==> src/rtl/lru_pkg.sv <==
package lru_pkg;
  parameter int unsigned WAYS = 4;
  localparam int unsigned WAY_W = $clog2(WAYS);
  localparam int unsigned AGE_W = WAY_W;

  typedef logic [WAY_W-1:0] way_t;
  typedef logic [AGE_W-1:0] age_t;
  typedef age_t [WAYS-1:0]  age_vec_t;
  typedef logic [WAYS-1:0]  occ_t;

  localparam age_t AGE_OLDEST = age_t'(WAYS - 1);
endpackage

==> src/rtl/lru_victim_pick.sv <==
module lru_victim_pick
  import lru_pkg::*;
(
  input  age_vec_t ages_i,
  input  occ_t     occ_i,
  output way_t     way_o,
  output logic     full_o
);
  logic found;

  always_comb begin
    full_o = &occ_i;
    way_o  = '0;
    found  = 1'b0;
    for (int w = 0; w < int'(WAYS); w++) begin
      if (!found) begin
        if (!full_o && !occ_i[w]) begin
          way_o = way_t'(w);
          found = 1'b1;
        end else if (full_o && ages_i[w] == AGE_OLDEST) begin
          way_o = way_t'(w);
          found = 1'b1;
        end
      end
    end
  end
endmodule

==> src/rtl/lru_age_next.sv <==
module lru_age_next
  import lru_pkg::*;
(
  input  age_vec_t ages_i,
  input  occ_t     occ_i,
  input  logic     hit_i,
  input  way_t     hit_way_i,
  input  logic     fill_i,
  input  way_t     fill_way_i,
  output age_vec_t ages_o,
  output occ_t     occ_o
);
  age_t ref_age;

  always_comb begin
    ages_o  = ages_i;
    occ_o   = occ_i;
    ref_age = ages_i[hit_way_i];
    if (hit_i) begin
      // hit wins over a concurrent fill; a hit on an empty way is dropped
      if (occ_i[hit_way_i]) begin
        for (int w = 0; w < int'(WAYS); w++) begin
          if (way_t'(w) == hit_way_i)
            ages_o[w] = '0;
          else if (occ_i[w] && ages_i[w] < ref_age)
            ages_o[w] = ages_i[w] + age_t'(1);
        end
      end
    end else if (fill_i) begin
      // empty ways are never aged, so they cannot wrap
      for (int w = 0; w < int'(WAYS); w++) begin
        if (way_t'(w) == fill_way_i)
          ages_o[w] = '0;
        else if (occ_i[w])
          ages_o[w] = ages_i[w] + age_t'(1);
      end
      occ_o[fill_way_i] = 1'b1;
    end
  end
endmodule

==> src/rtl/lru_age_tracker.sv <==
module lru_age_tracker
  import lru_pkg::*;
#(
  parameter int unsigned NUM_SETS = 8,
  localparam int unsigned IDX_W = (NUM_SETS > 1) ? $clog2(NUM_SETS) : 1
) (
  input  logic                  clk_i,
  input  logic                  rst_ni,
  input  logic [IDX_W-1:0]      set_i,
  input  logic                  hit_i,
  input  logic [WAY_W-1:0]      hit_way_i,
  input  logic                  fill_i,
  output logic [WAY_W-1:0]      victim_o,
  output logic                  full_o,
  output logic [WAYS-1:0]       occ_o,
  output logic [WAYS*AGE_W-1:0] ages_o
);
  age_vec_t age_q [NUM_SETS];
  occ_t     occ_q [NUM_SETS];

  age_vec_t sel_ages, nxt_ages;
  occ_t     sel_occ, nxt_occ;
  way_t     fill_way;
  logic     sel_full;

  assign sel_ages = age_q[set_i];
  assign sel_occ  = occ_q[set_i];

  lru_victim_pick u_pick (
    .ages_i (sel_ages),
    .occ_i  (sel_occ),
    .way_o  (fill_way),
    .full_o (sel_full)
  );

  lru_age_next u_next (
    .ages_i     (sel_ages),
    .occ_i      (sel_occ),
    .hit_i      (hit_i),
    .hit_way_i  (hit_way_i),
    .fill_i     (fill_i),
    .fill_way_i (fill_way),
    .ages_o     (nxt_ages),
    .occ_o      (nxt_occ)
  );

  always_ff @(posedge clk_i or negedge rst_ni) begin
    if (!rst_ni) begin
      for (int s = 0; s < int'(NUM_SETS); s++) begin
        age_q[s] <= '0;
        occ_q[s] <= '0;
      end
    end else begin
      for (int s = 0; s < int'(NUM_SETS); s++) begin
        if (set_i == IDX_W'(s)) begin
          age_q[s] <= nxt_ages;
          occ_q[s] <= nxt_occ;
        end
      end
    end
  end

  assign victim_o = fill_way;
  assign full_o   = sel_full;
  assign occ_o    = sel_occ;
  assign ages_o   = sel_ages;

  function automatic logic ages_distinct(age_vec_t a, occ_t o);
    for (int i = 0; i < int'(WAYS); i++)
      for (int j = i + 1; j < int'(WAYS); j++)
        if (o[i] && o[j] && a[i] == a[j]) return 1'b0;
    return 1'b1;
  endfunction


  ages_distinct_chk: assert property (@(posedge clk_i) disable iff (!rst_ni)
    ages_distinct(sel_ages, sel_occ));


  hit_youngest_chk: assert property (@(posedge clk_i) disable iff (!rst_ni)
    hit_i && sel_occ[hit_way_i] |=> age_q[$past(set_i)][$past(hit_way_i)] == '0);


  hit_empty_chk: assert property (@(posedge clk_i) disable iff (!rst_ni)
    hit_i && !sel_occ[hit_way_i] |=>
      age_q[$past(set_i)] == $past(sel_ages) && occ_q[$past(set_i)] == $past(sel_occ));


  fill_lands_chk: assert property (@(posedge clk_i) disable iff (!rst_ni)
    fill_i && !hit_i |=>
      occ_q[$past(set_i)][$past(victim_o)] && age_q[$past(set_i)][$past(victim_o)] == '0);


  full_victim_oldest_chk: assert property (@(posedge clk_i) disable iff (!rst_ni)
    full_o |-> sel_ages[victim_o] == AGE_OLDEST);


  hit_beats_fill_chk: assert property (@(posedge clk_i) disable iff (!rst_ni)
    hit_i && fill_i |=> $countones(occ_q[$past(set_i)]) == $past($countones(sel_occ)));
endmodule

==> config.mk <==
export PLATFORM = sky130hd
export DESIGN_NAME = lru_age_tracker
export DESIGN_NICKNAME = d
export VERILOG_FILES = /design/src/rtl/lru_pkg.sv /design/src/rtl/lru_victim_pick.sv /design/src/rtl/lru_age_next.sv /design/src/rtl/lru_age_tracker.sv
export SDC_FILE = /design/constraint.sdc
export NUM_CORES = 1
export LEC_CHECK = 0
export ABC_AREA = 1
export BUFFER_PORTS_ARGS = -buffer_cell sky130_fd_sc_hd__buf_2
export CAP_MARGIN = 10
export CORE_MARGIN = 2
export CORE_UTILIZATION = 40
export DETAILED_ROUTE_END_ITERATION = 6
export GPL_ROUTABILITY_DRIVEN = 0
export SLEW_MARGIN = 20
export SYNTH_ARGS = -nofsm -noshare
export SYNTH_HDL_FRONTEND = slang
export SYNTH_HIERARCHICAL = 1
export SYNTH_SLANG_ARGS = --single-unit
==> constraint.sdc <==
create_clock -name clk_i -period 2.4 [get_ports clk_i]
set_clock_uncertainty 0.1 [all_clocks]
set_input_delay 0 -clock clk_i [delete_from_list [all_inputs] [get_ports clk_i]]
set_output_delay 0 -clock clk_i [all_outputs]
set_load 0.02 [all_outputs]
Word-level counts from Yosys, hierarchy flattened

Cells that the tools add are included.

Flip-flop bits (word level): 96
Output and inout port bits: 15
Word-level logic and storage cells: 143

Add/sub/neg operators: 4
Order comparisons: 8
Equal/unequal tests: 17
Multiplexer cells: 50
Bitwise operators: 2
Reductions and logical operators: 22

Operator list:

| cell                                                | count |
|---|---|
| 2-to-1 mux 2 bit                                    | 25 |
| 2-to-1 mux 8 bit                                    | 5 |
| binary-select mux 8 bit (select 3 bit)              | 1 |
| 2-to-1 mux 4 bit                                    | 4 |
| logical AND 1 bit                                   | 13 |
| binary-select mux 4 bit (select 3 bit)              | 1 |
| == test 3 bit (second input constant)               | 4 |
| 2-to-1 mux 1 bit                                    | 11 |
| adder 2 x 1 -> 2 bit (second input constant)        | 4 |
| == test 2 bit (first input constant)                | 4 |
| == test 2 bit (second input constant)               | 4 |
| < comparator 2 bit                                  | 4 |
| == test 3 x 2 -> 1 bit (second input constant)      | 2 |
| < comparator 2 x 3 -> 1 bit (second input constant) | 2 |
| logical NOT 1 bit                                   | 5 |
| binary-select mux 2 bit (select 2 bit)              | 1 |
| == test 1 x 2 -> 1 bit (first input constant)       | 2 |
| >= comparator 4 bit (second input constant)         | 1 |
| logical NOT 2 bit                                   | 2 |
| NOT 3 -> 4 bit                                      | 1 |
| OR 4 bit                                            | 1 |
| AND reduction 4 bit                                 | 1 |
| == test 3 x 1 -> 1 bit (second input constant)      | 1 |
| logical NOT 3 bit                                   | 1 |
| other kinds (3)                                     | 3 |

Depth between registers and ports, before layout

Depth after elaboration: 22
Gate-level depth with buffers: 24

Cells and area by module

Netlist, hierarchy kept.

Modules (own cells, without submodules):

| module          | instances | cells each | area an instance (um^2) | seq. area each (um^2) |
|---|---|---|---|---|
| lru_age_tracker | 1         | 603        | 4528.1                  | 2402.3 |
| lru_age_next    | 1         | 150        | 785.8                   | 0.0 |
| lru_victim_pick | 1         | 22         | 103.8                   | 0.0 |

Least setup slack after synthesis

Ideal clock, no wire load.

Path type: input port to flip-flop
From: input port set_i[0]
To: register age_q[12] (netlist name)
Setup time: 128 ps
Arrival: 2641 ps
Required time: 2172 ps
Path slack: -469 ps
Cell stages on the path: 23
Cell sequence: buf_6 > inv_4 > buf_6 > buf_6 > nand2_1 > nand2_1 > nand2_1 > nand2_1 > nand2_1 > nand2_1 > nand2_2 > nor2_4 > nand2_1 > nand2_1 > a21oi_1 > nor2_1 > nand2_1 > a21oi_1 > nand2_1 > nand2_1 > nand3_1 > inv_1 > o21ai_0

RTL lines:

| what                          | RTL line              | RTL |
|---|---|---|
| start, declared               | lru_age_tracker.sv:9  | `input logic [IDX_W-1:0] set_i,` |
| end signal, assigned by index | lru_age_tracker.sv:56 | `age_q[s] <= nxt_ages;` |
| end, declared                 | lru_age_tracker.sv:18 | `age_vec_t age_q [NUM_SETS];` |

==> summary by stage <==
Outcome
The flow ran to the end, but the final reports show violations. The checks that failed: negative setup slack.

Global route
The number of antenna violations at the first check in global routing is 0. Global routing used 22.5% of the available tracks. The overflow left after global routing is 0.

The via count of the first global-routing pass is 5058. The first-pass GRT wire length is 25700 um. The maximum number of pins on one net before global-route repair is 59.

Drt
The mean routed wirelength per cell is 15.5 um. For this run, design rule violations remaining after detail routing come to 0. The final route contains 5334 vias. The final antenna-violating net count is 0. The first-pass iteration count of the detailed router is 5.

The detailed-route vias per instance is 5.22. The post-detailed-routing wire length is 15800 um. After the first detailed-routing iteration, the DRC count stood at 396.

Logic synthesis
The number of distinct library cell variants in the gate-level netlist after synthesis is 34. The instance count of the mapped netlist is 775. Yosys printed 6 warnings. By area the synthesized netlist is led by dfrtp_1, nand2_1, o21ai_0, inv_1, nand3_1. The portion of synthesized cell area occupied by the leading cell type is 44.3%. Counting every net in the synthesized netlist gives 788. The netlist area before placement is 5420 um^2.

The most used standard cell by instance count after synthesis is nand2_1. Summed over all instances, the cell type with the most area after synthesis is dfrtp_1. The sequential element share of the synthesized area is 44.3%.

The number of flip-flops and latches in the synthesized netlist is 96. The fraction of registers with async set/reset is 100%. Dividing the synthesized area by the synthesized cell count gives 6.99 um^2. The number of flops mapped to enable cells by yosys is 0. The most common flop cell mapped by yosys is dfrtp_1. The commonest cells after synthesis are nand2_1, dfrtp_1, o21ai_0, inv_1, nand3_1.

Cells and area
The synthesis-to-layout area growth is 26.6%. The combined area of the multi-input logic cells is 3020 um^2. Once layout is done, the placed cells without fillers occupy 6860 um^2. The combined flip-flop and latch cell area is 2400 um^2. Counting the fill cells in the layout gives 1310. The net count of the finished layout is 854. The number of antenna diodes is 0.

The fraction of final layout cells with drive strength greater than 1 is 28.9%.

Floorplanning
The width of the die is 120 um. The number of placed I/O pins is 24. The effective utilization at floorplan is 40.9%.

Measured along the y axis, the die boundary spans 120 um. The area of the die is 14500 um^2. The row count is 42. The total area inside the core boundary comes to 13200 um^2.

Clock network
After clock tree synthesis, the clock-pin slew on the worst setup and hold paths is 0.07 ns. The H-tree generated during clock tree synthesis spans 3 levels. The clock tree from TritonCTS is yes. The clock passes through at most 2 buffers. The insertion delay to the later sink of the worst-skew pair is 0.35 ns. The clock net sink count is 96.

The TritonCTS buffer count is 9. The clock root buffer master is clkbuf_16.

Hold path
The path class of the tightest hold or removal check is primary input to asynchronous set/reset pin.

Pwr
In this run, flip-flops and latches consume 39.9% of the power. Net switching is 33.0% of the power. The combinational group share of total power is 28.8%.

The internal power is 3.34 mW. The leakage power total is 3.42 nW. For this design the ratio of total power to cell area is 726 nW/um^2.

IR analysis of the VDD net gives a maximum drop of 0.000439 V. After layout, the design draws a total of 4.98 mW. Of the total power, the clock network draws 31.3%. The analysis attributes to net switching a power of 1.64 mW.

Placed design
In this run the tool buffered the top-level ports with 23 buffer cells. The placed instances occupy a cell area of 6050 um^2. Summed over all nets, the half-perimeter wirelength after detailed placement is 10500 um.

Timing
The setup slack after layout is -0.0560 ns. The worst path uses 102% of the clock period. The sum of negative setup slack is -1.12 ns. The final max-slew violation count was 0. The post-route worst hold slack is 0.0651 ns.

For the pin with the worst max-slew slack, the measured transition is 0.649 ns. The number of hold violations in the final report came to 0. Static timing analysis puts the maximum clock frequency at 0.407 GHz. The final critical path time including I/O delays and setup is 2.46 ns. Setup violations remaining at the end of the flow were counted as 52. Setup repair after global routing could not meet its margin everywhere.

The remaining max-slew budget at the tightest pin is 56.5%.

Setup path
The endpoint kind of the worst setup timing path is a flip-flop. The arrival time at the worst endpoint is 2.63 ns. The largest fanout of any net on the critical path is 8. For the worst setup path, the data required time is 2.58 ns.

The worst setup path is of the flip-flop to flip-flop kind. The startpoint type of the worst setup path is a flip-flop. The reg2reg setup slack is -0.06 ns.

Run
The number of max-capacitance violations reported is 0.
==> metal layers <==
| metal | track usage, % | vias to the layer above | wire, um |
|---|---|---|---|
| met3 | 3.49 | 22 | 937 |
| met5 | 0 | - | 0 |
| met4 | 8.58 | 0 | 225 |
| li1 | - | 2578 | - |
| met2 | 35.3 | 170 | 7480 |
| met1 | 31.4 | 2564 | 7150 |
==> cell type report <==
cell class / instances / share of cell area, %
sequential: 96 / 35.0
clock inverter: 5 / 1.19
timing repair buffer: 92 / 10.2
clock buffer: 10 / 3.48
inverter: 40 / 2.81
multi-input combinational: 602 / 44.1
tap: 176 / 3.21
==> registers in the layout, summed over array words and instances, names as in the netlist <==
register	flops
occ_q	32
age_q	64
==> per-stage QoR <==
step           worst slack, ns  instances  util, %
2_1_floorplan         -0.00915        775        -
3_3_place_gp            -0.167        988     45.7
3_5_place_dp            -0.248        988     45.7
4_1_cts               -0.00413       1006     48.7
5_1_grt                 -0.236       1021     51.8
6_report               -0.0560       1021     51.8
==> path summary, 6_finish.rpt <==
kind	start	endpoint	cells past startpoint
worst max-delay path	occ_q[5]	age_q[21]	20
worst min-delay path	rst_ni	occ_q[24]	2
worst max register to register	occ_q[5]	age_q[21]	20
worst min register to register	age_q[37]	age_q[37]	2
max in group asynchronous	rst_ni	age_q[8]	3
min in group clk_i	hit_i	age_q[37]	7
==> cells in the final DEF, fill, tap and decap left out, types with 4 or more instances in the layout <==
| cell type | count |
|---|---|
| inv_1 | 16 |
| inv_2 | 14 |
| buf_12 | 4 |
| buf_4 | 64 |
| nand2_1 | 380 |
| clkbuf_16 | 9 |
| nand2_2 | 41 |
| nand3_2 | 8 |
| clkinv_4 | 4 |
| o21ai_1 | 48 |
| dfrtp_1 | 96 |
| nor2_4 | 7 |
| inv_6 | 4 |
| buf_2 | 21 |
| o21ai_2 | 32 |
| o21ai_0 | 25 |
| xnor2_1 | 4 |
| nand3_1 | 14 |
| nand2_4 | 10 |
==> kinds of logic after synthesis <==
logic type,share of synthesized area (%)
AO/OA/AOI/OAI,11.6
flip-flops,44.3
adder cells (fa/ha/maj),0.924
AND/OR/NAND/NOR,35.1
buffers and inverters,7.07
XOR/XNOR,0.970
==> power groups by stage <==
stage	combinational [mW]	clock (mW)	sequential [mW]
2_1_floorplan	0.826	0	1.98
3_3_place_gp	1.20	0	2.00
3_5_place_dp	1.23	0	2.01
4_1_cts	1.28	1.59	1.98
5_1_grt	1.59	1.65	2.01
6_report	1.43	1.56	1.99
==> critical path, cell delays in order, from the launching register on <==
cell and delay, ns:
dfrtp_1 0.36, nand2_1 0.06, nand2_1 0.06, nand2_1 0.04, nand2_1 0.08, nand2_2 0.06
nand2_4 0.11, nand2_4 0.06, nor2_4 0.17, nand2_1 0.09, nand2_2 0.08, nand2_2 0.07
a21oi_4 0.20, inv_2 0.08, nand2_4 0.10, nand3_4 0.07, o22ai_1 0.17, nand2_1 0.08
nand2_2 0.11, clkinv_4 0.09, o21ai_2 0.14
==> what timing repair did <==
| action | 4_1_cts | 5_1_grt |
|---|---|---|
| buffers inserted | 2 | 15 |
| resized for setup | 39 | 119 |
| endpoints found under the setup margin | 79 | 96 |
| endpoints found under the hold margin | 38 | 0 |
| pin swaps | 12 | 57 |
| hold buffers | 1 | 0 |
No activity file was read; power rests on OpenSTA's default activity.
